**config.mk**
```make
export PLATFORM = sky130hd
export DESIGN_NAME = hbus_slave
export DESIGN_NICKNAME = d
export VERILOG_FILES = /design/src/rtl/hbus_pkg.sv /design/src/rtl/hbus_lane.sv /design/src/rtl/hbus_pacer.sv /design/src/rtl/hbus_regfile.sv /design/src/rtl/hbus_fifo.sv /design/src/rtl/hbus_slave.sv
export SDC_FILE = /design/constraint.sdc
export NUM_CORES = 1
export LEC_CHECK = 0
export BUFFER_PORTS_ARGS = -buffer_cell sky130_fd_sc_hd__buf_2
export CORE_UTILIZATION = 40
export DETAILED_ROUTE_END_ITERATION = 7
export PLACE_DENSITY = 0.64
export SLEW_MARGIN = 15
export SYNTH_ARGS = -nofsm -noshare
export SYNTH_HDL_FRONTEND = slang
export SYNTH_SLANG_ARGS = --single-unit
export TNS_END_PERCENT = 10
```
**constraint.sdc**
```tcl
create_clock -name clk -period 11.5 [get_ports clk]
set_input_delay 2.3 -clock clk [delete_from_list [all_inputs] [get_ports clk]]
set_output_delay 2.3 -clock clk [all_outputs]
set_load 0.03 [all_outputs]
```
**src/rtl/hbus_pkg.sv**
```systemverilog
package hbus_pkg;
  typedef enum logic [1:0] {
    BW8  = 2'b00,
    BW16 = 2'b01,
    BW32 = 2'b10
  } bus_width_t;

  typedef enum logic {
    PH_IDLE  = 1'b0,
    PH_BURST = 1'b1
  } beat_phase_t;
endpackage

```
**src/rtl/hbus_lane.sv**
```systemverilog
module hbus_lane
  import hbus_pkg::*;
#(
  parameter int DW = 32,
  parameter int RW = 16
) (
  input  logic [1:0]      bus_size,
  input  logic [DW/8-1:0] lane_en_n,
  input  logic [DW-1:0]   wdata,
  input  logic [RW-1:0]   reg_q,
  input  logic [DW-1:0]   fifo_q,
  output logic [RW/8-1:0] reg_bmask,
  output logic [RW-1:0]   reg_wval,
  output logic [DW-1:0]   fifo_wval,
  output logic [DW-1:0]   reg_rval,
  output logic [DW-1:0]   fifo_rval
);
  localparam int NL = DW / 8;
  localparam int RL = RW / 8;

  logic narrow8, wide16, a0;
  logic [NL-1:0] lane_on;
  logic [NL-1:0] lane_keep;
  logic [7:0]    sel_byte;

  assign narrow8 = (bus_size == BW8);
  assign wide16  = (bus_size == BW16);
  assign a0      = lane_en_n[0];

  for (genvar i = 0; i < NL; i++) begin : g_lane
    localparam bit LOW  = (i == 0);
    localparam bit HALF = (i < 2);
    assign lane_on[i]   = narrow8 ? LOW : (wide16 ? (HALF && !lane_en_n[i]) : !lane_en_n[i]);
    assign lane_keep[i] = narrow8 ? LOW : (wide16 ? HALF : 1'b1);
    assign fifo_wval[8*i +: 8] = lane_on[i]   ? wdata[8*i +: 8]  : 8'h00;
    assign fifo_rval[8*i +: 8] = lane_keep[i] ? fifo_q[8*i +: 8] : 8'h00;
  end

  for (genvar j = 0; j < RL; j++) begin : g_reg
    localparam bit IS_LO = (j == 0);
    localparam bit IS_HI = (j == 1);
    assign reg_bmask[j] = narrow8 ? ((IS_LO && !a0) || (IS_HI && a0)) : lane_on[j];
    assign reg_wval[8*j +: 8] = narrow8 ? wdata[7:0] : wdata[8*j +: 8];
  end

  assign sel_byte = a0 ? reg_q[15:8] : reg_q[7:0];

  always_comb begin
    reg_rval = '0;
    if (narrow8) reg_rval[7:0] = sel_byte;
    else         reg_rval[RW-1:0] = reg_q;
  end
endmodule

```
**src/rtl/hbus_pacer.sv**
```systemverilog
module hbus_pacer
  import hbus_pkg::*;
(
  input  logic clk,
  input  logic rst_n,
  input  logic cs_n,
  input  logic last_n,
  input  logic wait_n,
  output logic fire,
  output logic in_burst
);
  beat_phase_t phase_q;
  logic        hold_q;
  logic        single, stall;

  assign single   = (phase_q == PH_IDLE) && !last_n;
  assign stall    = !cs_n && !single && !wait_n && !hold_q;
  assign fire     = !cs_n && !stall;
  assign in_burst = (phase_q == PH_BURST);

  always_ff @(posedge clk) begin
    if (!rst_n) begin
      phase_q <= PH_IDLE;
      hold_q  <= 1'b0;
    end else begin
      if (fire) phase_q <= last_n ? PH_BURST : PH_IDLE;
      if (cs_n)       hold_q <= 1'b0;
      else if (stall) hold_q <= 1'b1;
      else if (fire)  hold_q <= 1'b0;
    end
  end
endmodule

```
**src/rtl/hbus_regfile.sv**
```systemverilog
module hbus_regfile #(
  parameter int N  = 32,
  parameter int RW = 16,
  parameter int AW = $clog2(N)
) (
  input  logic            clk,
  input  logic            rst_n,
  input  logic            we,
  input  logic [AW-1:0]   addr,
  input  logic [RW/8-1:0] bmask,
  input  logic [RW-1:0]   wval,
  output logic [RW-1:0]   rval
);
  localparam int RL = RW / 8;

  logic [RW-1:0] regs [N];

  for (genvar e = 0; e < N; e++) begin : g_ent
    for (genvar b = 0; b < RL; b++) begin : g_byte
      always_ff @(posedge clk) begin
        if (!rst_n)
          regs[e][8*b +: 8] <= 8'h00;
        else if (we && addr == AW'(e) && bmask[b])
          regs[e][8*b +: 8] <= wval[8*b +: 8];
      end
    end
  end

  assign rval = regs[addr];
endmodule

```
**src/rtl/hbus_fifo.sv**
```systemverilog
module hbus_fifo #(
  parameter int W     = 32,
  parameter int DEPTH = 8
) (
  input  logic         clk,
  input  logic         rst_n,
  input  logic         push,
  input  logic [W-1:0] din,
  input  logic         pop,
  output logic [W-1:0] dout,
  output logic         full,
  output logic         empty
);
  localparam int PW = (DEPTH > 1) ? $clog2(DEPTH) : 1;
  localparam int CW = $clog2(DEPTH + 1);

  logic [W-1:0]  mem [DEPTH];
  logic [PW-1:0] wp, rp;
  logic [CW-1:0] cnt;
  logic          do_push, do_pop;

  assign full    = (cnt == CW'(DEPTH));
  assign empty   = (cnt == '0);
  assign do_push = push && !full;
  assign do_pop  = pop && !empty;
  assign dout    = mem[rp];

  always_ff @(posedge clk) begin
    if (do_push) mem[wp] <= din;
  end

  always_ff @(posedge clk) begin
    if (!rst_n) begin
      wp  <= '0;
      rp  <= '0;
      cnt <= '0;
    end else begin
      if (do_push) wp <= (wp == PW'(DEPTH - 1)) ? '0 : wp + 1'b1;
      if (do_pop)  rp <= (rp == PW'(DEPTH - 1)) ? '0 : rp + 1'b1;
      case ({do_push, do_pop})
        2'b10:   cnt <= cnt + 1'b1;
        2'b01:   cnt <= cnt - 1'b1;
        default: cnt <= cnt;
      endcase
    end
  end
endmodule

```
**src/rtl/hbus_slave.sv**
```systemverilog
module hbus_slave
  import hbus_pkg::*;
#(
  parameter int DW         = 32,
  parameter int RW         = 16,
  parameter int REGS       = 32,
  parameter int FIFO_DEPTH = 8,
  parameter int AW         = $clog2(REGS)
) (
  input  logic            clk,
  input  logic            rst_n,
  input  logic [1:0]      bus_size,
  input  logic            cs_n,
  input  logic            we_n,
  input  logic [AW-1:0]   word_addr,
  input  logic            fifo_sel,
  input  logic [DW/8-1:0] lane_en_n,
  input  logic            last_n,
  input  logic            wait_n,
  input  logic [DW-1:0]   wdata,
  output logic            beat_ack,
  output logic            rd_valid,
  output logic [DW-1:0]   rdata,
  output logic            ovf_flag,
  output logic            unf_flag,
  output logic            tx_valid,
  input  logic            tx_ready,
  output logic [DW-1:0]   tx_data,
  input  logic            rx_valid,
  output logic            rx_ready,
  input  logic [DW-1:0]   rx_data
);
  localparam int RL = RW / 8;

  logic            fire, in_burst;
  logic            host_wr, host_rd;
  logic            reg_we, tx_push, rx_pop;
  logic            tx_full, tx_empty, rx_full, rx_empty;
  logic [RW-1:0]   reg_q, reg_wval;
  logic [RL-1:0]   reg_bmask;
  logic [DW-1:0]   rx_head, fifo_wval, reg_rval, fifo_rval;

  hbus_pacer u_pace (
    .clk     (clk),
    .rst_n   (rst_n),
    .cs_n    (cs_n),
    .last_n  (last_n),
    .wait_n  (wait_n),
    .fire    (fire),
    .in_burst(in_burst)
  );

  hbus_lane #(.DW(DW), .RW(RW)) u_lane (
    .bus_size (bus_size),
    .lane_en_n(lane_en_n),
    .wdata    (wdata),
    .reg_q    (reg_q),
    .fifo_q   (rx_head),
    .reg_bmask(reg_bmask),
    .reg_wval (reg_wval),
    .fifo_wval(fifo_wval),
    .reg_rval (reg_rval),
    .fifo_rval(fifo_rval)
  );

  assign beat_ack = fire;
  assign host_wr  = fire && !we_n;
  assign host_rd  = fire && we_n;
  assign reg_we   = host_wr && !fifo_sel;
  assign tx_push  = host_wr && fifo_sel;
  assign rx_pop   = host_rd && fifo_sel;

  hbus_regfile #(.N(REGS), .RW(RW), .AW(AW)) u_regs (
    .clk  (clk),
    .rst_n(rst_n),
    .we   (reg_we),
    .addr (word_addr),
    .bmask(reg_bmask),
    .wval (reg_wval),
    .rval (reg_q)
  );

  hbus_fifo #(.W(DW), .DEPTH(FIFO_DEPTH)) u_txq (
    .clk  (clk),
    .rst_n(rst_n),
    .push (tx_push),
    .din  (fifo_wval),
    .pop  (tx_ready),
    .dout (tx_data),
    .full (tx_full),
    .empty(tx_empty)
  );

  hbus_fifo #(.W(DW), .DEPTH(FIFO_DEPTH)) u_rxq (
    .clk  (clk),
    .rst_n(rst_n),
    .push (rx_valid),
    .din  (rx_data),
    .pop  (rx_pop),
    .dout (rx_head),
    .full (rx_full),
    .empty(rx_empty)
  );

  assign tx_valid = !tx_empty;
  assign rx_ready = !rx_full;

  always_ff @(posedge clk) begin
    if (!rst_n) begin
      rd_valid <= 1'b0;
      rdata    <= '0;
      ovf_flag <= 1'b0;
      unf_flag <= 1'b0;
    end else begin
      rd_valid <= host_rd;
      if (host_rd) begin
        if (!fifo_sel)     rdata <= reg_rval;
        else if (rx_empty) rdata <= '0;
        else               rdata <= fifo_rval;
      end
      if (tx_push && tx_full)  ovf_flag <= 1'b1;
      if (rx_pop && rx_empty)  unf_flag <= 1'b1;
    end
  end
endmodule

```
==> impl_results.md <==
* Antenna violations before repair at 18
* Total of warnings raised by yosys at 0
* Die height at 340.5 um
* Die X at 340.5 um
* Post-Route Setup TNS at 0 ps
* Arrival time at the worst endpoint at 3210 ps
* Net switching power figure at 2.079 mW
* Switching fraction of total power at 23.71%
* Run status: complete, no violations
* Final hold violations at 0
* CP Data Required Time at 9200 ps
* Detailed-route vias per instance at 5.731
* Worst-path cell with the longest stage delay: buf_4
* Sequential fraction of the synthesis area at 69.86%
* Clock power frac at 39.2%
* Avg Inst Size Synth at 16.53 um2
* Synth unique cells at 73
* Post-detailed-placement half-perimeter wirelength at 72,140 um
* Post-synth design cell area at 45,820 um2
* Power per standard cell area at 169.7 nW/um2
* Congestion Overflow GR at 0
* Maximum number of buffers from clock root to sink at 3
* IO Pins at 154
* Detailed-route wire length per cell at 26.24 um
* Starting density of the core at 40.56%
* Number of violations reported at the end of detailed-routing iteration 0 at 3,094
* Post-layout minimum cycle time at 5515 ps
* Post-cts resize count at 0
* Max-cap violation count at 0
* Share of synthesized registers carrying an async set or reset at 0%
* CP Buf/Inv Count at 2
* Final wirelength at 118,000 um
* Worst setup path class: reg -> out
* Number of H-tree levels at 3
* Startpoint kind of the worst setup timing path: flip-flop
* Number of nets with antenna violations after detailed routing at 0
* Row count at 123
* Number of design rule violations left after detail routing at 0
* Layout cells sized above 1 at 24.30%
* Final count of negative-setup-slack endpoints at 0
* Endpoint type of the worst setup path: output pin
* Highest clock rate at 0.1813 GHz
* Highest cell delay on the worst timing path at 860 ps
* Number of buffers added by the clock tree synthesis step at 108
* Worst voltage drop across the vdd grid at 0.0001252 V
* Overall power after layout at 8.766 mW
* Leakage at 17.93 nW
* Later-pin clock latency in the skew report at 710 ps
* Nets@finish at 2,996
* Count of hold buffers inserted by post-cts repair at 0
* Overall via count from detail_route at 25,770
* Seq cells post-synth at 1,087
* GRT Overall Usage at 20.13%
* Initial DRT Pass Iterations at 5
* Count of final max-slew check failures at 0
* Post-CTS Setup Repair Bufs at 0
* Pint at 6.687 mW
* Die Area at 115,900 um2
* Layout Area Growth over Synthesis at 12.71%
* Path category of the worst min-delay check: reg -> reg
* Sinks on the clock net at 1,087
* Clock tree from TritonCTS: built
* Net count after synthesis at 2,870
* Most frequent standard cell in the layout excluding fill and tap cells: edfxtp_1
* CP max FO at 52
* Clock tree skew after final layout at 51.16 ps
* Commonest non-fill, non-tap cells in the layout: edfxtp_1 (1,024), nor2_1 (274), and3_1 (261)
* Global-route wire length before repair at 172,300 um
* Pin count of the biggest net entering global routing at 129
* Relative slew slack at 16.28%
* Final Wtd Congestion at 0.8757
* Synthesized instance count at 2,772
* Setup repair after global routing missed its margin: false
* Sequential fraction of design power at 51.6%
* Transition at the pin with the smallest max-transition slack at 1253 ps
* Worst-path clk slew at 60 ps
* I/O Buffers at 153
* Flip-flop cell with the highest count after synthesis: edfxtp_1
* Standard cell core area at 113,000 um2
* Critical path, cell by cell: buf_4 -> mux4_2 -> mux2_2 -> buf_2
* Final period utilization at 47.95%
* Number of synthesized flops with an enable pin at 1,024
* Cell class contributing the biggest share of worst-path delay: buffers and inverters
* CTS Root Cell: clkbuf_16
* Combinational Power Share at 9.2%
* Vias in the first global route at 25,260
## final timing paths
check | from | end | slack, ps | depth (start not counted)
min | ovf_flag | ovf_flag | 460 | 1
max reg2reg | u_pace.in_burst | u_regs.regs[24][2] | 8080 | 5
min reg2reg | ovf_flag | ovf_flag | 460 | 1
max | flip-flop | tx_data[3] | 5990 | 4
## sequential cells by signal, summed over array words and instances, names as in the netlist, 3 cells and up, named ones only
register and cells:
u_txq.wp 3, u_rxq.mem 256, rdata 32, u_regs.regs 512, u_txq.cnt 4, u_txq.mem 256, u_rxq.cnt 4, u_txq.rp 3
u_rxq.wp 3, u_rxq.rp 3
## metrics by stage
step / setup WS [ps] / instance area (um2) / std cells / utilization [%] / hold slack (ps)
2_1_floorplan: 4712 / 45820 / 2772 / - / 464.2
3_3_place_gp: 5583 / 48200 / 4288 / 42.67 / 447.0
3_5_place_dp: 5592 / 48200 / 4288 / 42.67 / 448.2
4_1_cts: 5841 / 51630 / 4492 / 45.71 / 462.6
5_1_grt: 5745 / 51640 / 4494 / 45.72 / 494.6
6_report: 5985 / 51650 / 4496 / 45.72 / 458.1
## logic make-up after synthesis
group | share of synthesized area, %
adder cells (fa/ha/maj) | 0.3823
XOR/XNOR | 0.1529
multiplexers | 14.65
buffers and inverters | 2.356
flip-flops | 69.86
AND/OR/NAND/NOR | 9.470
AO/OA/AOI/OAI | 3.132
## layout make-up
| type | count | area, um2 |
|---|---|---|
| clock inverter | 58 | 511.7 |
| inverter | 5 | 18.77 |
| sequential | 1087 | 32020 |
| timing repair buffer | 226 | 1328 |
| fill | 9741 | 61320 |
| multi-input combinational | 1470 | 12950 |
| antenna | 4 | 10.01 |
| tap | 1500 | 1877 |
| clock buffer | 146 | 2927 |
## Yosys cell counts (27+ instances only)
cell	number	area [um2]
a21oi_1	28	140.1
a22oi_1	33	247.7
and2_1	61	381.6
and3_1	263	1645
buf_2	37	185.2
clkbuf_1	134	503.0
dfxtp_1	63	1261
edfxtp_1	1024	30750
mux2_2	47	529.3
mux2i_1	87	870.8
mux4_2	220	4955
nand2_1	95	356.6
nand3_1	27	135.1
nor2_1	286	1074
o21ai_0	113	565.5
## per-layer routing
layer / global-route usage, % / wire [um] / share of wire, % / up-vias
met5: 0 / 138 / 0.12 / -
met4: 7.334 / 3904 / 3.3 / 22
li1: - / - / - / 11120
met3: 4.189 / 10230 / 8.7 / 242
met1: 28.46 / 49210 / 42 / 13180
met2: 30.82 / 54510 / 46 / 1201
## worst register-to-register path, stage by stage, from the launching register on
cell and delay (ps):
dfxtp_1 320, or2_4 250, a211oi_4 560, and2_1 280, nand2_1 510, o21ai_0 1110
## power groups by stage
stage	Combinational (mW)	Sequential (mW)	Clock [mW]
finish	0.807	4.52	3.44
global route	0.857	4.53	3.64
CTS	0.816	4.52	3.49
detailed placement	0.813	4.60	0
global placement	0.808	4.60	0
floorplan	0.546	4.57	0
Note: power is estimated with default switching activity, not from simulation.
